**src/rtl/uart_rx_pkg.sv**
```systemverilog
package uart_rx_pkg;
    typedef enum logic [1:0] {
        RXS_IDLE  = 2'd0,
        RXS_START = 2'd1,
        RXS_DATA  = 2'd2,
        RXS_STOP  = 2'd3
    } rxs_t;
endpackage

```
**src/rtl/rx_vote3.sv**
```systemverilog
module rx_vote3 (
    input  logic s_a,
    input  logic s_b,
    input  logic s_c,
    output logic maj,
    output logic mixed
);
    always_comb begin
        maj   = (s_a & s_b) | (s_a & s_c) | (s_b & s_c);
        mixed = (s_a ^ s_b) | (s_b ^ s_c);
    end
endmodule

```
**src/rtl/rx_frame_fsm.sv**
```systemverilog
module rx_frame_fsm
    import uart_rx_pkg::*;
#(
    parameter int OSR     = 16,
    parameter int DATA_W  = 8,
    parameter int SMP_MID = 9
) (
    input  logic              clk,
    input  logic              rst_n,
    input  logic              tick,
    input  logic              rxd,
    output logic              frame_done,
    output logic [DATA_W-1:0] frame_byte,
    output logic              frame_noise,
    output logic              frame_ferr,
    output logic              false_start_noisy
);
    localparam int CW = $clog2(OSR + 1);
    localparam int IW = (DATA_W > 1) ? $clog2(DATA_W) : 1;
    localparam logic [CW-1:0] S_LO  = CW'(SMP_MID - 1);
    localparam logic [CW-1:0] S_MD  = CW'(SMP_MID);
    localparam logic [CW-1:0] S_HI  = CW'(SMP_MID + 1);
    localparam logic [CW-1:0] S_END = CW'(OSR);
    localparam logic [IW-1:0] LAST_BIT = IW'(DATA_W - 1);

    rxs_t              state, state_n;
    logic [CW-1:0]     cnt;
    logic              smp_a, smp_b;
    logic [DATA_W-1:0] shreg;
    logic [IW-1:0]     bit_idx;
    logic              noise_acc;
    logic              line_prev;
    logic              maj, mixed;
    logic              mid_tick, end_tick, start_ok;

    rx_vote3 vote_i (
        .s_a   (smp_a),
        .s_b   (smp_b),
        .s_c   (rxd),
        .maj   (maj),
        .mixed (mixed)
    );

    assign mid_tick = tick && (cnt == S_HI);
    assign end_tick = tick && (cnt == S_END);
    assign start_ok = !smp_a && !smp_b && !rxd;

    always_ff @(posedge clk or negedge rst_n) begin
        if (!rst_n) state <= RXS_IDLE;
        else        state <= state_n;
    end

    always_comb begin
        state_n = state;
        unique case (state)
            RXS_IDLE:  if (tick && line_prev && !rxd) state_n = RXS_START;
            RXS_START: begin
                if (mid_tick && !start_ok)  state_n = RXS_IDLE;
                else if (end_tick)          state_n = RXS_DATA;
            end
            RXS_DATA:  if (end_tick && bit_idx == LAST_BIT) state_n = RXS_STOP;
            RXS_STOP:  if (mid_tick) state_n = RXS_IDLE;
        endcase
    end

    always_ff @(posedge clk or negedge rst_n) begin
        if (!rst_n) begin
            cnt       <= '0;
            smp_a     <= 1'b1;
            smp_b     <= 1'b1;
            shreg     <= '0;
            bit_idx   <= '0;
            noise_acc <= 1'b0;
            line_prev <= 1'b1;
        end else if (tick) begin
            if (state == RXS_IDLE) begin
                line_prev <= rxd;
                cnt       <= CW'(2);
                bit_idx   <= '0;
                noise_acc <= 1'b0;
            end else begin
                cnt <= (cnt == S_END) ? CW'(1) : cnt + 1'b1;
                if (cnt == S_LO) smp_a <= rxd;
                if (cnt == S_MD) smp_b <= rxd;
                if (state == RXS_DATA && cnt == S_HI) begin
                    shreg     <= {maj, shreg[DATA_W-1:1]};
                    noise_acc <= noise_acc | mixed;
                end
                if (state == RXS_DATA && cnt == S_END) bit_idx <= bit_idx + 1'b1;
                if ((state == RXS_START || state == RXS_STOP) && cnt == S_HI)
                    line_prev <= rxd;
            end
        end
    end

    always_comb begin
        frame_done        = (state == RXS_STOP) && mid_tick;
        frame_byte        = shreg;
        frame_noise       = noise_acc | mixed;
        frame_ferr        = !maj;
        false_start_noisy = (state == RXS_START) && mid_tick && mixed;
    end
endmodule

```
**src/rtl/rx_flag_bank.sv**
```systemverilog
module rx_flag_bank #(
    parameter int DATA_W = 8
) (
    input  logic              clk,
    input  logic              rst_n,
    input  logic              frame_done,
    input  logic [DATA_W-1:0] frame_byte,
    input  logic              frame_noise,
    input  logic              frame_ferr,
    input  logic              false_start_noisy,
    input  logic              stat_rd,
    input  logic              data_rd,
    input  logic              rx_ie,
    input  logic              irq_mask,
    output logic [DATA_W-1:0] rx_data,
    output logic              rdfull,
    output logic              err_ovr,
    output logic              err_noise,
    output logic              err_frame,
    output logic              irq
);
    logic              arm_ovr, arm_nf, arm_fe, hid_nf;
    logic [DATA_W-1:0] d_n;
    logic full_n, ovr_n, nf_n, fe_n, irq_n;
    logic arm_ovr_n, arm_nf_n, arm_fe_n, hid_n;

    always_comb begin
        d_n = rx_data;   full_n = rdfull;
        ovr_n = err_ovr; nf_n = err_noise; fe_n = err_frame;
        arm_ovr_n = arm_ovr; arm_nf_n = arm_nf; arm_fe_n = arm_fe;
        hid_n = hid_nf;
        if (stat_rd) begin
            arm_ovr_n = arm_ovr | err_ovr;
            arm_nf_n  = arm_nf  | err_noise;
            arm_fe_n  = arm_fe  | err_frame;
        end
        if (data_rd) begin
            full_n = 1'b0;
            if (arm_ovr) begin ovr_n = 1'b0; arm_ovr_n = 1'b0; end
            if (arm_nf)  begin nf_n  = 1'b0; arm_nf_n  = 1'b0; end
            if (arm_fe)  begin fe_n  = 1'b0; arm_fe_n  = 1'b0; end
        end
        if (false_start_noisy) hid_n = 1'b1;
        if (frame_done) begin
            if (!full_n) begin
                d_n    = frame_byte;
                full_n = 1'b1;
                hid_n  = 1'b0;
                if (frame_noise || hid_nf) begin nf_n = 1'b1; arm_nf_n = 1'b0; end
                if (frame_ferr)            begin fe_n = 1'b1; arm_fe_n = 1'b0; end
            end else begin
                ovr_n     = 1'b1;
                arm_ovr_n = 1'b0;
            end
        end
        irq_n = frame_done && rx_ie && !irq_mask;
    end

    always_ff @(posedge clk or negedge rst_n) begin
        if (!rst_n) begin
            rx_data <= '0; rdfull <= 1'b0; err_ovr <= 1'b0;
            err_noise <= 1'b0; err_frame <= 1'b0; irq <= 1'b0;
            arm_ovr <= 1'b0; arm_nf <= 1'b0; arm_fe <= 1'b0; hid_nf <= 1'b0;
        end else begin
            rx_data <= d_n; rdfull <= full_n; err_ovr <= ovr_n;
            err_noise <= nf_n; err_frame <= fe_n; irq <= irq_n;
            arm_ovr <= arm_ovr_n; arm_nf <= arm_nf_n; arm_fe <= arm_fe_n;
            hid_nf <= hid_n;
        end
    end
endmodule

```
**src/rtl/serial_rx_os16.sv**
```systemverilog
module serial_rx_os16 #(
    parameter int OSR     = 16,
    parameter int DATA_W  = 8,
    parameter int SMP_MID = 9
) (
    input  logic              clk,
    input  logic              rst_n,
    input  logic              tick16,
    input  logic              rxd,
    input  logic              stat_rd,
    input  logic              data_rd,
    input  logic              rx_ie,
    input  logic              irq_mask,
    output logic [DATA_W-1:0] rx_data,
    output logic              rdfull,
    output logic              err_ovr,
    output logic              err_noise,
    output logic              err_frame,
    output logic              irq
);
    logic              f_done, f_noise, f_ferr, f_false;
    logic [DATA_W-1:0] f_byte;

    rx_frame_fsm #(.OSR(OSR), .DATA_W(DATA_W), .SMP_MID(SMP_MID)) fsm_i (
        .clk               (clk),
        .rst_n             (rst_n),
        .tick              (tick16),
        .rxd               (rxd),
        .frame_done        (f_done),
        .frame_byte        (f_byte),
        .frame_noise       (f_noise),
        .frame_ferr        (f_ferr),
        .false_start_noisy (f_false)
    );

    rx_flag_bank #(.DATA_W(DATA_W)) flags_i (
        .clk               (clk),
        .rst_n             (rst_n),
        .frame_done        (f_done),
        .frame_byte        (f_byte),
        .frame_noise       (f_noise),
        .frame_ferr        (f_ferr),
        .false_start_noisy (f_false),
        .stat_rd           (stat_rd),
        .data_rd           (data_rd),
        .rx_ie             (rx_ie),
        .irq_mask          (irq_mask),
        .rx_data           (rx_data),
        .rdfull            (rdfull),
        .err_ovr           (err_ovr),
        .err_noise         (err_noise),
        .err_frame         (err_frame),
        .irq               (irq)
    );
endmodule

```
**config.mk**
```make
export PLATFORM = sky130hd
export DESIGN_NAME = serial_rx_os16
export DESIGN_NICKNAME = d
export VERILOG_FILES = /design/src/rtl/uart_rx_pkg.sv /design/src/rtl/rx_vote3.sv /design/src/rtl/rx_frame_fsm.sv /design/src/rtl/rx_flag_bank.sv /design/src/rtl/serial_rx_os16.sv
export SDC_FILE = /design/constraint.sdc
export NUM_CORES = 1
export LEC_CHECK = 0
export ABC_AREA = 0
export CORE_MARGIN = 10
export CORE_UTILIZATION = 35
export DETAILED_ROUTE_END_ITERATION = 7
export MAX_ROUTING_LAYER = met4
export RECOVER_POWER = 100
export REMOVE_ABC_BUFFERS = 1
export SYNTH_ARGS = -nofsm -noshare
export SYNTH_HDL_FRONTEND = slang
export SYNTH_SLANG_ARGS = --single-unit
```
**constraint.sdc**
```tcl
create_clock -name clk -period 4 [get_ports clk]
set_input_delay 0.6 -clock clk [delete_from_list [all_inputs] [get_ports clk]]
set_output_delay 0.6 -clock clk [all_outputs]
set_load 0.05 [all_outputs]
```
**Word-level counts from Yosys, hierarchy flattened**

Index checks and enable logic that the tools add are counted.

- $add $sub $neg: 2
- Equality and inequality tests: 12
- Muxes and demuxes: 50
- Bitwise gates (word level): 14
- Reduce and logical (&&, ||, !) cells: 35

Operators by type and width:

| kind | number |
|---|---|
| $mux 1 | 40 |
| $logic_and 1x1->1 | 16 |
| $eq 5x4->1 const B | 3 |
| $mux 2 | 5 |
| $mux 5 | 2 |
| $reduce_and 3->1 | 3 |
| $pmux 2 s4 | 1 |
| $reduce_and 2->1 | 4 |
| $or 1x1->1 | 7 |
| $mux 3 | 2 |
| $ne 2x1->1 const B | 3 |
| $reduce_bool 2->1 | 3 |
| $add 5x1->5 const B | 1 |
| $eq 5x5->1 const B | 1 |
| $logic_not 1->1 | 5 |
| $eq 2x2->1 const B | 2 |
| $reduce_and 4->1 | 1 |
| $add 3x1->3 const B | 1 |
| $and 1x1->1 | 3 |
| $eq 3x3->1 const B | 1 |
| $ne 3x1->1 const B | 1 |
| $eq 2x1->1 const B | 1 |
| $logic_not 2->1 | 1 |
| $logic_or 1x1->1 | 2 |
| other kinds (2) | 4 |

- Register bits after elaboration: 39
- Output and inout bits: 13
- Word-level logic and storage cells: 131

**Longest topological paths before layout**

- Word-level depth: 7
- Gate-level depth with buffers: 6
- Gate-level depth less buffers: 5

**By module**

Synthesis repeated with hierarchy kept, for this count alone.

- Cell total of the unflattened synthesis: 163
- Area, all modules: 1981.9 um^2

By module, submodules not included:

| module | instances | cells each | area each (um^2) | seq. area each (um^2) |
|---|---|---|---|---|
| rx_frame_fsm | 1 | 108 | 1233.7 | 554.3 |
| rx_flag_bank | 1 | 51 | 708.2 | 425.4 |
| rx_vote3 | 1 | 4 | 40.0 | 0.0 |

**Worst setup path after synthesis**

Ideal clock, no wire load.

- Path kind: input port to flip-flop
- Start: input port tick16
- End: register flags_i.rx_data[0]
- Setup time: 125 ps
- Arrival time: 1779 ps
- Data required time: 3875 ps
- Path slack: 2096 ps
- Cell stages on the path: 5
- Buffers on the path: 2
- Path through: clkbuf_1 > nand4_1 > nor3_4 > buf_6 > mux2_2

- Word-level cells in the longest chain between the ends: 3

RTL lines:

| element | line | text |
|---|---|---|
| start: declaration | serial_rx_os16.sv:8 | `input logic tick16,` |
| $logic_and 1x1->1 | rx_frame_fsm.sv:44 | `assign mid_tick = tick && (cnt == S_HI);` |
| $logic_and 1x1->1 | rx_frame_fsm.sv:97 | `frame_done = (state == RXS_STOP) && mid_tick;` |
| $reduce_and 2->1 (no source line) | - |  |
| end signal: assignment | rx_flag_bank.sv:65 | `rx_data <= d_n; rdfull <= full_n; err_ovr <= ovr_n;` |
| end: declaration | rx_flag_bank.sv:15 | `output logic [DATA_W-1:0] rx_data,` |

Every way passes these cells.
A chain may end at the register's enable or synchronous reset.

**Worst setup path after layout**

- Start: input port tick16
- End: register flags_i.rx_data[4]

Same word-level chain as after synthesis.

==> impl_metrics.json <==
{
  "post_cts_buffers": 0,
  "switching_share_pct": 35.34,
  "r2r_cells": 3,
  "die_area_um2": 9036,
  "port_buffers": 20,
  "pin_count": 21,
  "clk_pin_slew_ps": 80,
  "yosysTopAreaCell": "dfrtp_1",
  "seqPwrFrac_pct": 49.5,
  "async_reset_ff_share_pct": 100.0,
  "grt_pass1_wl_mm": 6.396,
  "ys_seq_area_share_pct": 49.68,
  "synth_top_cells_by_count": "dfrtp_1, mux2_2, ha_1, a21oi_1",
  "p_sw_uw": 385.0,
  "rr_startpoint": "fsm_i.cnt[2]$_DFFE_PN0P_",
  "yosys.area.top_type_share_pct": 45.69,
  "ys.flop_type": "dfrtp_1",
  "wl_per_cell_um": 14.34,
  "crit_slowest_cell": "nor3_4",
  "p_comb_share_pct": 26.2,
  "cts_resized": 0,
  "max_stage_delay_ps": 580,
  "via_per_inst": 5.118,
  "r2r_slack_ps": 1840,
  "core_um2": 5473,
  "yosys_warnings": 0,
  "hpwl_mm": 2.576,
  "drt_iter0_drc": 63,
  "ys_seq_elements": 39,
  "cts_max_level": 2,
  "clkSinkCount": 39,
  "post-route-period-util_pct": 70.70,
  "synthMostInstantiatedCell": "dfrtp_1",
  "wl_mm": 3.756,
  "gp_congestion": 0.8104,
  "leakage_nw": 1.069,
  "cp.required_ps": 4180,
  "maxCapViolations": 1,
  "cp-end-kind": "flop",
  "holdBufCountCts": 0,
  "tns_ps": 0,
  "path_delay_family": "buffers and inverters",
  "setup_viol": 0,
  "cp.buffers_inverters": 2,
  "synth_edf_count": 0,
  "synthTopCellsByArea": "dfrtp_1, mux2_2, ha_1",
  "drv_slew": 40,
  "rows": 27,
  "r2r-end": "flags_i.rx_data[4]$_DFFE_PN0P_",
  "worstSetupStartpointType": "primary input",
  "criticalPathCategory": "in -> reg",
  "antenna_found_initial": 0,
  "min_period_ps": 2828,
  "violations": "capacitance limit, slew limit",
  "postRouteAntennaNets": 0,
  "die_h_um": 95.06,
  "route.detailed.drc": 0,
  "finalHoldViolations": 0,
  "cts_buffer_depth": 2,
  "fmax_ghz": 0.3536,
  "clkLatencyLatePin_ps": 290,
  "die_x_um": 95.06,
  "rsz0062_at_grt": "false",
  "intPower_uw": 704.5,
  "insertedDiodeCount": 0,
  "peakVddDrop_mv": 0.1620,
  "final_net_count": 206,
  "fin_skew_ps": 8.025,
  "root_buffer": "clkbuf_8",
  "gr-usage-all-layers_pct": 9.121,
  "syn_avg_cell_area_um2": 11.60,
  "numCtsBuffers": 5,
  "clock_power_share_pct": 24.3,
  "worst_pin_slew_ps": 2064,
  "grt_pass1_vias": 1361,
  "grt-ovfl-total": 0,
  "total_power_mw": 1.090,
  "critPathLaunch": "tick16",
  "vias": 1341,
  "worstPathCellList": "dlygate4sd3_1 -> clkbuf_1 -> nand4_1 -> nor3_4 -> mux2_2",
  "cts_tree": "built",
  "slew_headroom_pct": -37.58,
  "drtPass1Iterations": 4,
  "min_path_cells": 1,
  "ys_types": 38,
  "syn_to_final_growth_pct": 16.43,
  "status": "finished, violations left",
  "pwr_density_cell_nw_per_um2": 474.5,
  "min-delay-start": "flags_i.arm_ovr$_DFF_PN0_",
  "start_util_pct": 36.03,
  "hold_path_class": "reg -> reg",
  "drive_gt1_share_pct": 20.53,
  "nFillCells": 529,
  "cp.arrival_ps": 3010,
  "netlist_area_um2": 1972,
  "syn_inst": 170,
  "cp_max_fo": 19,
  "grt_max_degree": 40,
  "worstHoldEndpoint": "flags_i.arm_ovr$_DFF_PN0_"
}
flip-flops by register name, summed over array words and instances (netlist names), 3 cells and up, named ones only:
register,flops
flags_i.rx_data,8
fsm_i.frame_byte,8
fsm_i.cnt,5
fsm_i.bit_idx,3
through the flow:
step | utilization [%] | hold WS (ps) | cell area, um^2 | setup slack (ps) | cells
after floorplan | - | 304.4 | 1923 | 2108 | 161
after global placement | 40.49 | 472.3 | 2216 | 1405 | 254
after detailed placement | 40.49 | 481.5 | 2216 | 1373 | 254
after CTS | 42.04 | 451.2 | 2301 | 1696 | 262
after global routing | 41.95 | 507.0 | 2296 | 956.5 | 262
final | 41.95 | 485.8 | 2296 | 1172 | 262
logic make-up (layout without fill, tap and decap cells):
kind of cell    Yosys count  after routing  synth area share, %
compound gates           31             31                10.79
simple gates             50             50                15.93
mux                      24             24                13.64
flops                    39             39                49.68
xor+xnor                  1              1               0.4442
fa+ha+maj                 9              9                5.711
buf+inv                  16             36                3.808
final cells by class:
class	instances	area (um^2)	area share (%)
Sequential cell	39	979.7	42.67
Multi-Input combinational cell	115	917.1	39.95
Timing Repair Buffer	21	197.7	8.610
Tap cell	72	90.09	3.924
Clock buffer	6	72.57	3.161
Inverter	7	26.28	1.144
Clock inverter	2	12.51	0.5450
routing by layer:
metal  part of all wire (%)  GRT usage [%]  wire [um]
met1                     48          11.04       1788
met2                     49          13.69       1825
met3                    2.0          2.671         74
met4                    1.8          4.239         67
met5                      0              -          0
worst register-to-register path, cell delays in order, from the launching register on:
cell	delay, ps
dfrtp_1	460
or3b_1	600
nor3_4	590
mux2_2	400
power by group through the flow:
| stage | registers [mW] | logic (mW) | clock network, mW |
|---|---|---|---|
| after floorplan | 0.537 | 0.207 | 0 |
| after global placement | 0.546 | 0.282 | 0 |
| after detailed placement | 0.547 | 0.286 | 0 |
| after CTS | 0.540 | 0.292 | 0.276 |
| after global routing | 0.553 | 0.323 | 0.292 |
| final | 0.540 | 0.286 | 0.264 |
how the worst max path moves through the flow:
stage	endpoint	slack (ps)	depth (start not counted)
2_1_floorplan	flags_i.rx_data[0]$_DFFE_PN0P_	2110	3
3_3_place_gp	flags_i.rx_data[5]$_DFFE_PN0P_	1410	5
3_5_place_dp	flags_i.rx_data[4]$_DFFE_PN0P_	1370	5
4_1_cts	flags_i.rx_data[4]$_DFFE_PN0P_	1700	5
5_1_grt	flags_i.rx_data[1]$_DFFE_PN0P_	960	5
6_report	flags_i.rx_data[4]$_DFFE_PN0P_	1170	5
placed cells by master, fill, tap and decap left out, types with 2 or more instances in the layout:
master           Yosys  routed
dfrtp_1             36      36
mux2_2              23      23
dlygate4sd3_1        0      14
ha_1                 9       9
a21oi_1              8       8
inv_1                7       7
nand2_1              7       7
nor2_1               7       7
nand3_1              7       7
a22o_1               5       5
clkbuf_8             0       5
clkdlybuf4s50_1      0       5
nand2b_1             4       4
o21ai_0              4       4
nand4_1              3       3
nor3b_1              3       3
nor2b_1              3       3
nor4_1               3       3
a31oi_1              3       3
clkbuf_1             7       3
dfstp_2              3       3
or2_2                2       2
o22a_1               2       2
nor3_4               2       2
a211oi_1             2       2
o32ai_1              2       2
or3_1                2       2
and3b_1              2       2
(Power assumes the default switching activity.)
